`config.mk`:
```
export PLATFORM = sky130hd
export DESIGN_NAME = rx_break_detect
export DESIGN_NICKNAME = d
export VERILOG_FILES = /design/src/rtl/brk_pkg.sv /design/src/rtl/brk_frame_qual.sv /design/src/rtl/brk_end_detect.sv /design/src/rtl/brk_status.sv /design/src/rtl/rx_break_detect.sv
export SDC_FILE = /design/constraint.sdc
export NUM_CORES = 1
export LEC_CHECK = 0
export BUFFER_PORTS_ARGS = -buffer_cell sky130_fd_sc_hd__buf_2
export CAP_MARGIN = 20
export CORE_AREA = 2 2 39 41
export CTS_CLUSTER_SIZE = 16
export DETAILED_ROUTE_END_ITERATION = 8
export DIE_AREA = 0 0 41 43
export GPL_TIMING_DRIVEN = 0
export PLACE_DENSITY = 0.58
export SKIP_CTS_REPAIR_TIMING = 1
export SLEW_MARGIN = 25
export SYNTH_ARGS = -nofsm -noshare
export SYNTH_HDL_FRONTEND = slang
export SYNTH_SLANG_ARGS = --single-unit
```
`constraint.sdc`:
```
create_clock -name clk -period 3.2 [get_ports clk]
set_input_delay 0.8 -clock clk [delete_from_list [all_inputs] [get_ports clk]]
set_output_delay 0.8 -clock clk [all_outputs]
set_load 0.02 [all_outputs]
```
`src/rtl/brk_pkg.sv`:
```
package brk_pkg;

    typedef enum logic {
        MODE_ASYNC = 1'b0,
        MODE_SYNC  = 1'b1
    } rx_mode_e;

endpackage

```
`src/rtl/brk_frame_qual.sv`:
```
module brk_frame_qual (
    input  logic clk,
    input  logic rst_n,
    input  logic bit_stb,
    input  logic bit_is_stop,
    input  logic bit_val,
    input  logic brk_active,
    output logic brk_start,
    output logic ferr_pulse
);

    typedef struct packed {
        logic seen_high;
        logic ferr;
    } qual_t;

    qual_t s_d, s_q;
    logic  start_d;

    always_comb begin
        s_d      = s_q;
        s_d.ferr = 1'b0;
        start_d  = 1'b0;
        if (bit_stb && !brk_active) begin
            if (bit_is_stop) begin
                s_d.seen_high = 1'b0;
                if (!bit_val) begin
                    if (!s_q.seen_high) begin
                        start_d = 1'b1;
                    end else begin
                        s_d.ferr = 1'b1;
                    end
                end
            end else if (bit_val) begin
                s_d.seen_high = 1'b1;
            end
        end
    end

    always_ff @(posedge clk or negedge rst_n) begin
        if (!rst_n) begin
            s_q <= '0;
        end else begin
            s_q <= s_d;
        end
    end

    assign brk_start  = start_d;
    assign ferr_pulse = s_q.ferr;

    // a break frame never yields a framing error
    assert_no_ferr_on_break_R2: assert property (@(posedge clk) disable iff (!rst_n)
        brk_start |=> !ferr_pulse);

    // no new break while one is in progress
    assert_no_start_in_break_R8: assert property (@(posedge clk) disable iff (!rst_n)
        brk_active |-> !brk_start);

    // strobes during a break produce no framing error
    assert_no_ferr_in_break_R8: assert property (@(posedge clk) disable iff (!rst_n)
        brk_active |=> !ferr_pulse);

endmodule

```
`src/rtl/brk_end_detect.sv`:
```
module brk_end_detect #(
    parameter int ASYNC_HI_TICKS = 2,
    parameter int SYNC_HI_TICKS  = 1
) (
    input  logic clk,
    input  logic rst_n,
    input  logic sync_mode,
    input  logic os_tick,
    input  logic rxd,
    input  logic brk_start,
    output logic brk_active,
    output logic brk_end
);

    import brk_pkg::*;

    localparam int MAX_TICKS = (ASYNC_HI_TICKS > SYNC_HI_TICKS) ? ASYNC_HI_TICKS : SYNC_HI_TICKS;
    localparam int CNT_W     = $clog2(MAX_TICKS + 1);

    typedef struct packed {
        logic             active;
        logic [CNT_W-1:0] cnt;
    } end_t;

    end_t             s_d, s_q;
    logic [CNT_W-1:0] thr;
    logic [CNT_W-1:0] cnt_inc;
    logic             end_d;
    rx_mode_e         mode;

    assign mode    = rx_mode_e'(sync_mode);
    assign thr     = (mode == MODE_SYNC) ? CNT_W'(SYNC_HI_TICKS) : CNT_W'(ASYNC_HI_TICKS);
    assign cnt_inc = s_q.cnt + CNT_W'(1);

    always_comb begin
        s_d   = s_q;
        end_d = 1'b0;
        if (!s_q.active) begin
            if (brk_start) begin
                s_d.active = 1'b1;
                s_d.cnt    = '0;
            end
        end else if (os_tick) begin
            if (rxd) begin
                if (cnt_inc >= thr) begin
                    end_d      = 1'b1;
                    s_d.active = 1'b0;
                    s_d.cnt    = '0;
                end else begin
                    s_d.cnt = cnt_inc;
                end
            end else begin
                s_d.cnt = '0;
            end
        end
    end

    always_ff @(posedge clk or negedge rst_n) begin
        if (!rst_n) begin
            s_q <= '0;
        end else begin
            s_q <= s_d;
        end
    end

    assign brk_active = s_q.active;
    assign brk_end    = end_d;

    // a low sample never ends a break
    assert_low_keeps_break_R5: assert property (@(posedge clk) disable iff (!rst_n)
        (brk_active && os_tick && !rxd) |=> brk_active);

    // in synchronous mode the first high sample ends the break
    assert_sync_first_high_R6: assert property (@(posedge clk) disable iff (!rst_n)
        (brk_active && os_tick && rxd && sync_mode) |=> !brk_active);

    // without a tick the break state holds
    assert_hold_without_tick_R4: assert property (@(posedge clk) disable iff (!rst_n)
        (brk_active && !os_tick) |=> brk_active);

endmodule

```
`src/rtl/brk_status.sv`:
```
module brk_status (
    input  logic clk,
    input  logic rst_n,
    input  logic set_evt,
    input  logic sts_clr,
    output logic brk_flag
);

    typedef struct packed {
        logic flag;
    } sts_t;

    sts_t s_d, s_q;

    always_comb begin
        s_d = s_q;
        if (set_evt) begin
            s_d.flag = 1'b1;
        end else if (sts_clr) begin
            s_d.flag = 1'b0;
        end
    end

    always_ff @(posedge clk or negedge rst_n) begin
        if (!rst_n) begin
            s_q <= '0;
        end else begin
            s_q <= s_d;
        end
    end

    assign brk_flag = s_q.flag;

    // a set event wins over a simultaneous clear
    assert_set_wins_R9: assert property (@(posedge clk) disable iff (!rst_n)
        set_evt |=> brk_flag);

    // the flag is sticky without a clear
    assert_sticky_R3: assert property (@(posedge clk) disable iff (!rst_n)
        (brk_flag && !sts_clr) |=> brk_flag);

    // a lone clear empties the flag
    assert_clear_R3: assert property (@(posedge clk) disable iff (!rst_n)
        (sts_clr && !set_evt) |=> !brk_flag);

endmodule

```
`src/rtl/rx_break_detect.sv`:
```
module rx_break_detect #(
    parameter int ASYNC_HI_TICKS = 2,
    parameter int SYNC_HI_TICKS  = 1
) (
    input  logic clk,
    input  logic rst_n,
    input  logic sync_mode,
    input  logic os_tick,
    input  logic rxd,
    input  logic bit_stb,
    input  logic bit_is_stop,
    input  logic bit_val,
    input  logic sts_clr,
    output logic brk_flag,
    output logic brk_active,
    output logic ferr_pulse
);

    logic brk_start;
    logic brk_end;
    logic active_w;

    brk_frame_qual u_qual (
        .clk        (clk),
        .rst_n      (rst_n),
        .bit_stb    (bit_stb),
        .bit_is_stop(bit_is_stop),
        .bit_val    (bit_val),
        .brk_active (active_w),
        .brk_start  (brk_start),
        .ferr_pulse (ferr_pulse)
    );

    brk_end_detect #(
        .ASYNC_HI_TICKS(ASYNC_HI_TICKS),
        .SYNC_HI_TICKS (SYNC_HI_TICKS)
    ) u_end (
        .clk       (clk),
        .rst_n     (rst_n),
        .sync_mode (sync_mode),
        .os_tick   (os_tick),
        .rxd       (rxd),
        .brk_start (brk_start),
        .brk_active(active_w),
        .brk_end   (brk_end)
    );

    brk_status u_sts (
        .clk     (clk),
        .rst_n   (rst_n),
        .set_evt (brk_start | brk_end),
        .sts_clr (sts_clr),
        .brk_flag(brk_flag)
    );

    assign brk_active = active_w;

    // a qualified all-low stop bit enters the break state
    assert_break_enters_R1: assert property (@(posedge clk) disable iff (!rst_n)
        brk_start |=> (brk_active && brk_flag));

    // the end of a break raises the flag
    assert_end_sets_flag_R7: assert property (@(posedge clk) disable iff (!rst_n)
        brk_end |=> (brk_flag && !brk_active));

endmodule

```
==> flow_metrics.tcl, run 1 <==
set metrics [dict create \
    timing.slew.headroom_pct 87.7 \
    antenna_found_initial 0 \
    critPathMaxFanout 4 \
    die_w_um 41 \
    die_area_um2 1760 \
    synth.distinct_cells 19 \
    grt_usage_pct 9.18 \
    drcViolationCount 0 \
    h-tree-depth 1 \
    cp.arrival_ns 1.87 \
    clkPwrFrac_pct 19.6 \
    sw_frac_of_total_pct 34.5 \
    grt_pass1_wl_um 986 \
    dr_total_vias 267 \
    ant_nets 0 \
    setup_viol 0 \
    core_um2 1380 \
    p_per_area_nw_per_um2 730 \
    tightest_slew_ns 0.185 \
    io_pins 12 \
    fin_worst_skew_ns 0.00228 \
    critPathLaunchType "flop" \
    regToRegStartpoint "u_end.s_q[0]" \
    finalWirelength_um 560 \
    synthFlopType "dfrtp_1" \
    critPathKind "flop to flop" \
    drive_gt1_share_pct 46.7 \
    syn_nets 42 \
    hold_path_class "input port to async pin" \
    first_global_vias 274 \
    fin_cells 61 \
    netlist_top_cells_area "dfrtp_1 (42%), a21oi_1 (7.0%), ha_1 (7.0%)" \
    grtUsageMet1_pct 8.17 \
    r2r_cells 6 \
    top_usage_layer "met2" \
    area_delta_synth_final_pct 27.4 \
    maxCapViolations 0 \
    viasPerCell 4.38 \
    r2r_setup_slack_ns 1.50 \
    synthArstFlopShare_pct 100 \
    stdcell_area_um2 454 \
    drtPass1Iterations 2 \
    core.rowCount 14 \
    synth_edf_count 0 \
    ir_drop_mv 0.258 \
    seqPwrFrac_pct 39.0 \
    synth.most_common_cell "dfrtp_1" \
    met3_usage_pct 3.14 \
    final_hold_viol_count 0 \
    rsz0062_at_grt "false" \
    fin_tns_setup_ns 0 \
    maxSlewViolCount 0 \
    cts_sinks 6 \
    leakage_nw 0.244 \
    syn-instance-count 31 \
    endpoint_kind "flop" \
    yosysWarnings 0 \
    clkLatencyLatePin_ns 0.23 \
    seq_area_um2 150 \
    synth-seq-area-share_pct 42.1 \
    yosys.area.top_type "dfrtp_1" \
    min_period_ns 1.70 \
    status "finished clean" \
    cts_tree "done" \
    synthTopCellsByCount "dfrtp_1 (6), a21oi_1 (5), ha_1 (2), nor2b_1 (2), o21ai_0 (2)" \
    fillers 143 \
    die_y_um 43 \
    p_int_uw 217 \
    min_period_over_period_pct 53.1 \
    grt_overflow_total 0 \
    port_buffers 11 \
    cts_buffer_depth 2 \
    multi_input_area_um2 203 \
    cts_buffers 3 \
    diodes 0 \
    wl_per_cell_um 9.18 \
    initial_utilization_pct 25.8 \
    cts-root-buf "clkbuf_4" \
    dr.first_iter.drc_count 3 \
    place_area_um2 432 \
    final_util_pct 32.8 \
    grtUsageMet2_pct 14.1 \
    required_ns 3.37 \
    avgSynthCellArea_um2 11.5 \
    ys_seq_elements 6 \
    hpwl_um 483 \
    finalNetCount 58 \
    max_freq_mhz 589 \
    grt_max_degree 7 \
    hold_slack_ns 0.379 \
    place.gp.congestion 0.680 \
    dp.cells 58 \
    rr_endpoint "u_end.s_q[1]" \
    p_sw_uw 114 \
    cts.clk_slew.worst_paths_ns 0.04 \
    comb_power_share_pct 41.5 \
    synth.top_cell.area_share_pct 42.1 \
    synth_area_um2 357 \
]
metrics by stage:
stage | power [mW] | setup slack [ns]
after floorplan | 0.231 | 1.47
after global placement | 0.266 | 1.30
after detailed placement | 0.271 | 1.29
after CTS | 0.338 | 1.48
after global routing | 0.359 | 1.39
final | 0.331 | 1.50
sequential cells by signal, indices dropped and copies added (netlist names):
signal / cells
u_qual.ferr_pulse: 1
u_end.brk_active: 1
u_sts.brk_flag: 1
u_qual.s_q: 1
u_end.s_q: 2
how the worst max path moves through the flow:
stage	start	endpoint	slack, ns	depth (start not counted)
2_1_floorplan	sync_mode	u_end.s_q[1]	1.47	5
3_3_place_gp	sync_mode	u_end.s_q[1]	1.30	6
3_5_place_dp	sync_mode	u_end.s_q[1]	1.29	6
4_1_cts	u_end.s_q[0]	u_end.s_q[1]	1.48	6
5_1_grt	u_end.s_q[0]	u_end.brk_active	1.39	6
6_report	u_end.s_q[0]	u_end.s_q[1]	1.50	6
critical path, cell delays in order, from the launching register on:
cell,delay (ns)
dfrtp_1,0.42
nor2b_1,0.16
or2_2,0.29
ha_1,0.30
a211oi_2,0.21
o21ai_1,0.09
a21bo_1,0.18
power by group through the flow:
stage / clock network, mW / registers [mW] / logic (mW)
global placement: 0 / 0.130 / 0.137
floorplan: 0 / 0.140 / 0.0913
global route: 0.0708 / 0.134 / 0.154
CTS: 0.0675 / 0.130 / 0.140
finish: 0.0648 / 0.129 / 0.137
detailed placement: 0 / 0.130 / 0.141
placed cells by master (no fill, tap or decap):
| cell type | synthesis | final |
|---|---|---|
| a21oi_1 | 5 | 5 |
| a21bo_1 | 1 | 1 |
| inv_1 | 1 | 1 |
| nor3_4 | 1 | 1 |
| o21ai_1 | 1 | 1 |
| mux2_4 | 1 | 1 |
| nand2_1 | 1 | 1 |
| nand3_1 | 1 | 1 |
| nand3b_4 | 1 | 1 |
| o21ai_0 | 2 | 2 |
| nor2b_1 | 2 | 2 |
| a211oi_2 | 1 | 1 |
| buf_2 | 0 | 11 |
| or2_2 | 1 | 1 |
| dfrtp_1 | 6 | 6 |
| nand2b_1 | 1 | 1 |
| nand2b_4 | 1 | 1 |
| and2b_2 | 1 | 1 |
| clkbuf_4 | 0 | 3 |
| nor3b_1 | 1 | 1 |
| ha_1 | 2 | 2 |
metal layers:
metal | part of all wire [%] | wire, um
met5 | 0 | 0
met4 | 4.8 | 27
met3 | 6.1 | 34
met2 | 43 | 239
met1 | 46 | 260
logic make-up after synthesis:
logic type,synth area share [%]
muxes,4.21
DFF,42.1
adders and majority gates,7.02
buffers and inverters,1.05
AOI/OAI and AO/OA,17.5
and+or+nand+nor,28.1
cell type report:
cell class / instances / area share, %
Sequential cell: 6 / 33.1
Inverter: 1 / 0.826
Clock buffer: 3 / 4.96
Tap cell: 16 / 4.41
Multi-Input combinational cell: 24 / 44.6
Timing Repair Buffer: 11 / 12.1
Power figures use the tool's default switching activity.
==> run 2: changes to the inputs <==
--- a/config.mk
+++ b/config.mk
@@ -12,7 +12,7 @@
 export DETAILED_ROUTE_END_ITERATION = 8
 export DIE_AREA = 0 0 41 43
 export GPL_TIMING_DRIVEN = 0
-export PLACE_DENSITY = 0.58
+export PLACE_DENSITY = 0.6
 export SKIP_CTS_REPAIR_TIMING = 1
 export SLEW_MARGIN = 25
 export SYNTH_ARGS = -nofsm -noshare
==> constraint.sdc (replaced) <==
create_clock -name clk -period 1.5 [get_ports clk]
set_input_delay 0.375 -clock clk [delete_from_list [all_inputs] [get_ports clk]]
set_output_delay 0.375 -clock clk [all_outputs]
set_load 0.02 [all_outputs]
==> run 2 against run 1 <==
The run now ends with negative setup slack left. Sequential power is 110% higher. Clock skew increased by 0.0023 ns. Clock power increased by 120%. Critical path type unchanged. Largest power group unchanged. Highest routed layer is now met3.
==> flow_metrics.tcl, run 2 (synthesis gave the netlist of run 1 again) <==
set metrics [dict create \
    hold_slack_ns 0.361 \
    critPathLaunchType "flop" \
    antenna_found_initial 0 \
    min_period_ns 1.54 \
    largest_reg_flops 2 \
    drtPass1Iterations 1 \
    layout_commonest_cell "buf_2" \
    initial_utilization_pct 25.8 \
    rsz0062_at_grt "true" \
    cp.arrival_ns 1.72 \
    cts_buffer_depth 2 \
    violations "negative setup slack" \
    min_from "bit_val" \
    grt_usage_pct 10.0 \
    p_per_area_nw_per_um2 1580 \
    wl_per_cell_um 10.1 \
    max_freq_mhz 649 \
    hpwl_um 511 \
    drive_gt1_share_pct 55.1 \
    first_global_vias 270 \
    cts_tree "done" \
    fin_worst_skew_ns 0.00459 \
    place.gp.congestion 0.589 \
    viasPerCell 4.43 \
    tightest_slew_ns 0.179 \
    regMostFlops "u_end.s_q" \
    cts.clk_slew.worst_paths_ns 0.05 \
    area_delta_synth_final_pct 43.5 \
    worst_slack_ns -0.0417 \
    regToRegStartpoint "u_end.s_q[1]" \
    leakage_nw 0.265 \
    grt_pass1_wl_um 1040 \
    clkLatencyLatePin_ns 0.24 \
    die_w_um 41 \
    critPathKind "flop to flop" \
    core.rowCount 14 \
    setup_viol 2 \
    ant_nets 0 \
    dr_total_vias 288 \
    maxCapViolations 0 \
    critPathMaxFanout 3 \
    io_pins 12 \
    status "finished, violations left" \
    grt_overflow_total 0 \
    fin_tns_setup_ns -0.0584 \
    timing.slew.headroom_pct 88.0 \
    final_hold_viol_count 0 \
    port_buffers 11 \
    cts-root-buf "clkbuf_4" \
    die_y_um 43 \
    hold_path_class "input port to flop" \
    r2r_setup_slack_ns -0.04 \
    ir_drop_mv 0.607 \
    maxSlewViolCount 0 \
    grt_max_degree 7 \
    cts_buffers 3 \
    dr.first_iter.drc_count 0 \
    diodes 0 \
    finalWirelength_um 656 \
    crit_start "u_end.s_q[1]" \
    h-tree-depth 1 \
    min_period_over_period_pct 103 \
    finalNetCount 62 \
    core_um2 1380 \
    required_ns 1.68 \
    cts_sinks 6 \
    final_util_pct 37.0 \
    most-common-layout-cells "buf_2 (11), dfrtp_1 (6), a21oi_1 (5), clkbuf_4 (3), buf_4 (3)" \
    endpoint_kind "flop" \
    drcViolationCount 0 \
    die_area_um2 1760 \
]
[run 2: cell types whose count changed in the layout (fill, tap and decap cells not counted), sizes merged]
| cell | delta |
|---|---|
| buf | +3 |
| dlygate4sd3 | +1 |
[run 2: final cells by class]
cell class,instances,area (um2)
clock buffers,3,22.5
multi-input cells,24,228
inverters,1,3.75
repair buffers,15,87.6
flip-flops and latches,6,150
fillers,135,872
well taps,16,20.0
[run 2: stage by stage]
| step | cells | area, um2 | setup slack, ns | power, mW |
|---|---|---|---|---|
| 3_5_place_dp | 58 | 454 | -0.0875 | 0.618 |
| 2_1_floorplan | 31 | 379 | -0.0105 | 0.536 |
| 6_report | 65 | 512 | -0.0417 | 0.807 |
| 5_1_grt | 65 | 512 | -0.126 | 0.882 |
| 3_3_place_gp | 58 | 454 | -0.102 | 0.613 |
| 4_1_cts | 61 | 477 | -0.0969 | 0.773 |
[run 2: metal layers]
layer,global-route usage (%),vias up,wire (um)
li1,-,150,-
met1,12.2,127,301
met2,11.9,11,297
met3,6.28,0,57
met4,8.00,0,0
met5,0,-,0
[run 2: final timing paths]
check / depth (start not counted) / to
worst max-delay path: 6 / u_end.s_q[1]
max in group asynchronous: 2 / u_qual.s_q[1]
worst min-delay path: 2 / u_qual.ferr_pulse
min in group asynchronous: 2 / u_qual.ferr_pulse
worst max register to register: 6 / u_end.s_q[1]
worst min register to register: 2 / u_sts.brk_flag
[run 2: power breakdown]
group          leakage [nW]  internal (mW)  switching, mW
clock network        0.0138         0.0902         0.0536
logic                 0.172          0.224          0.164
registers            0.0789          0.218         0.0575
[run 2: worst max-delay path, cell delays in order, from the launching register on]
cell,delay (ns)
dfrtp_1,0.39
nor2b_2,0.16
or2_4,0.25
ha_4,0.22
a211oi_2,0.19
o21ai_1,0.09
a21bo_1,0.18
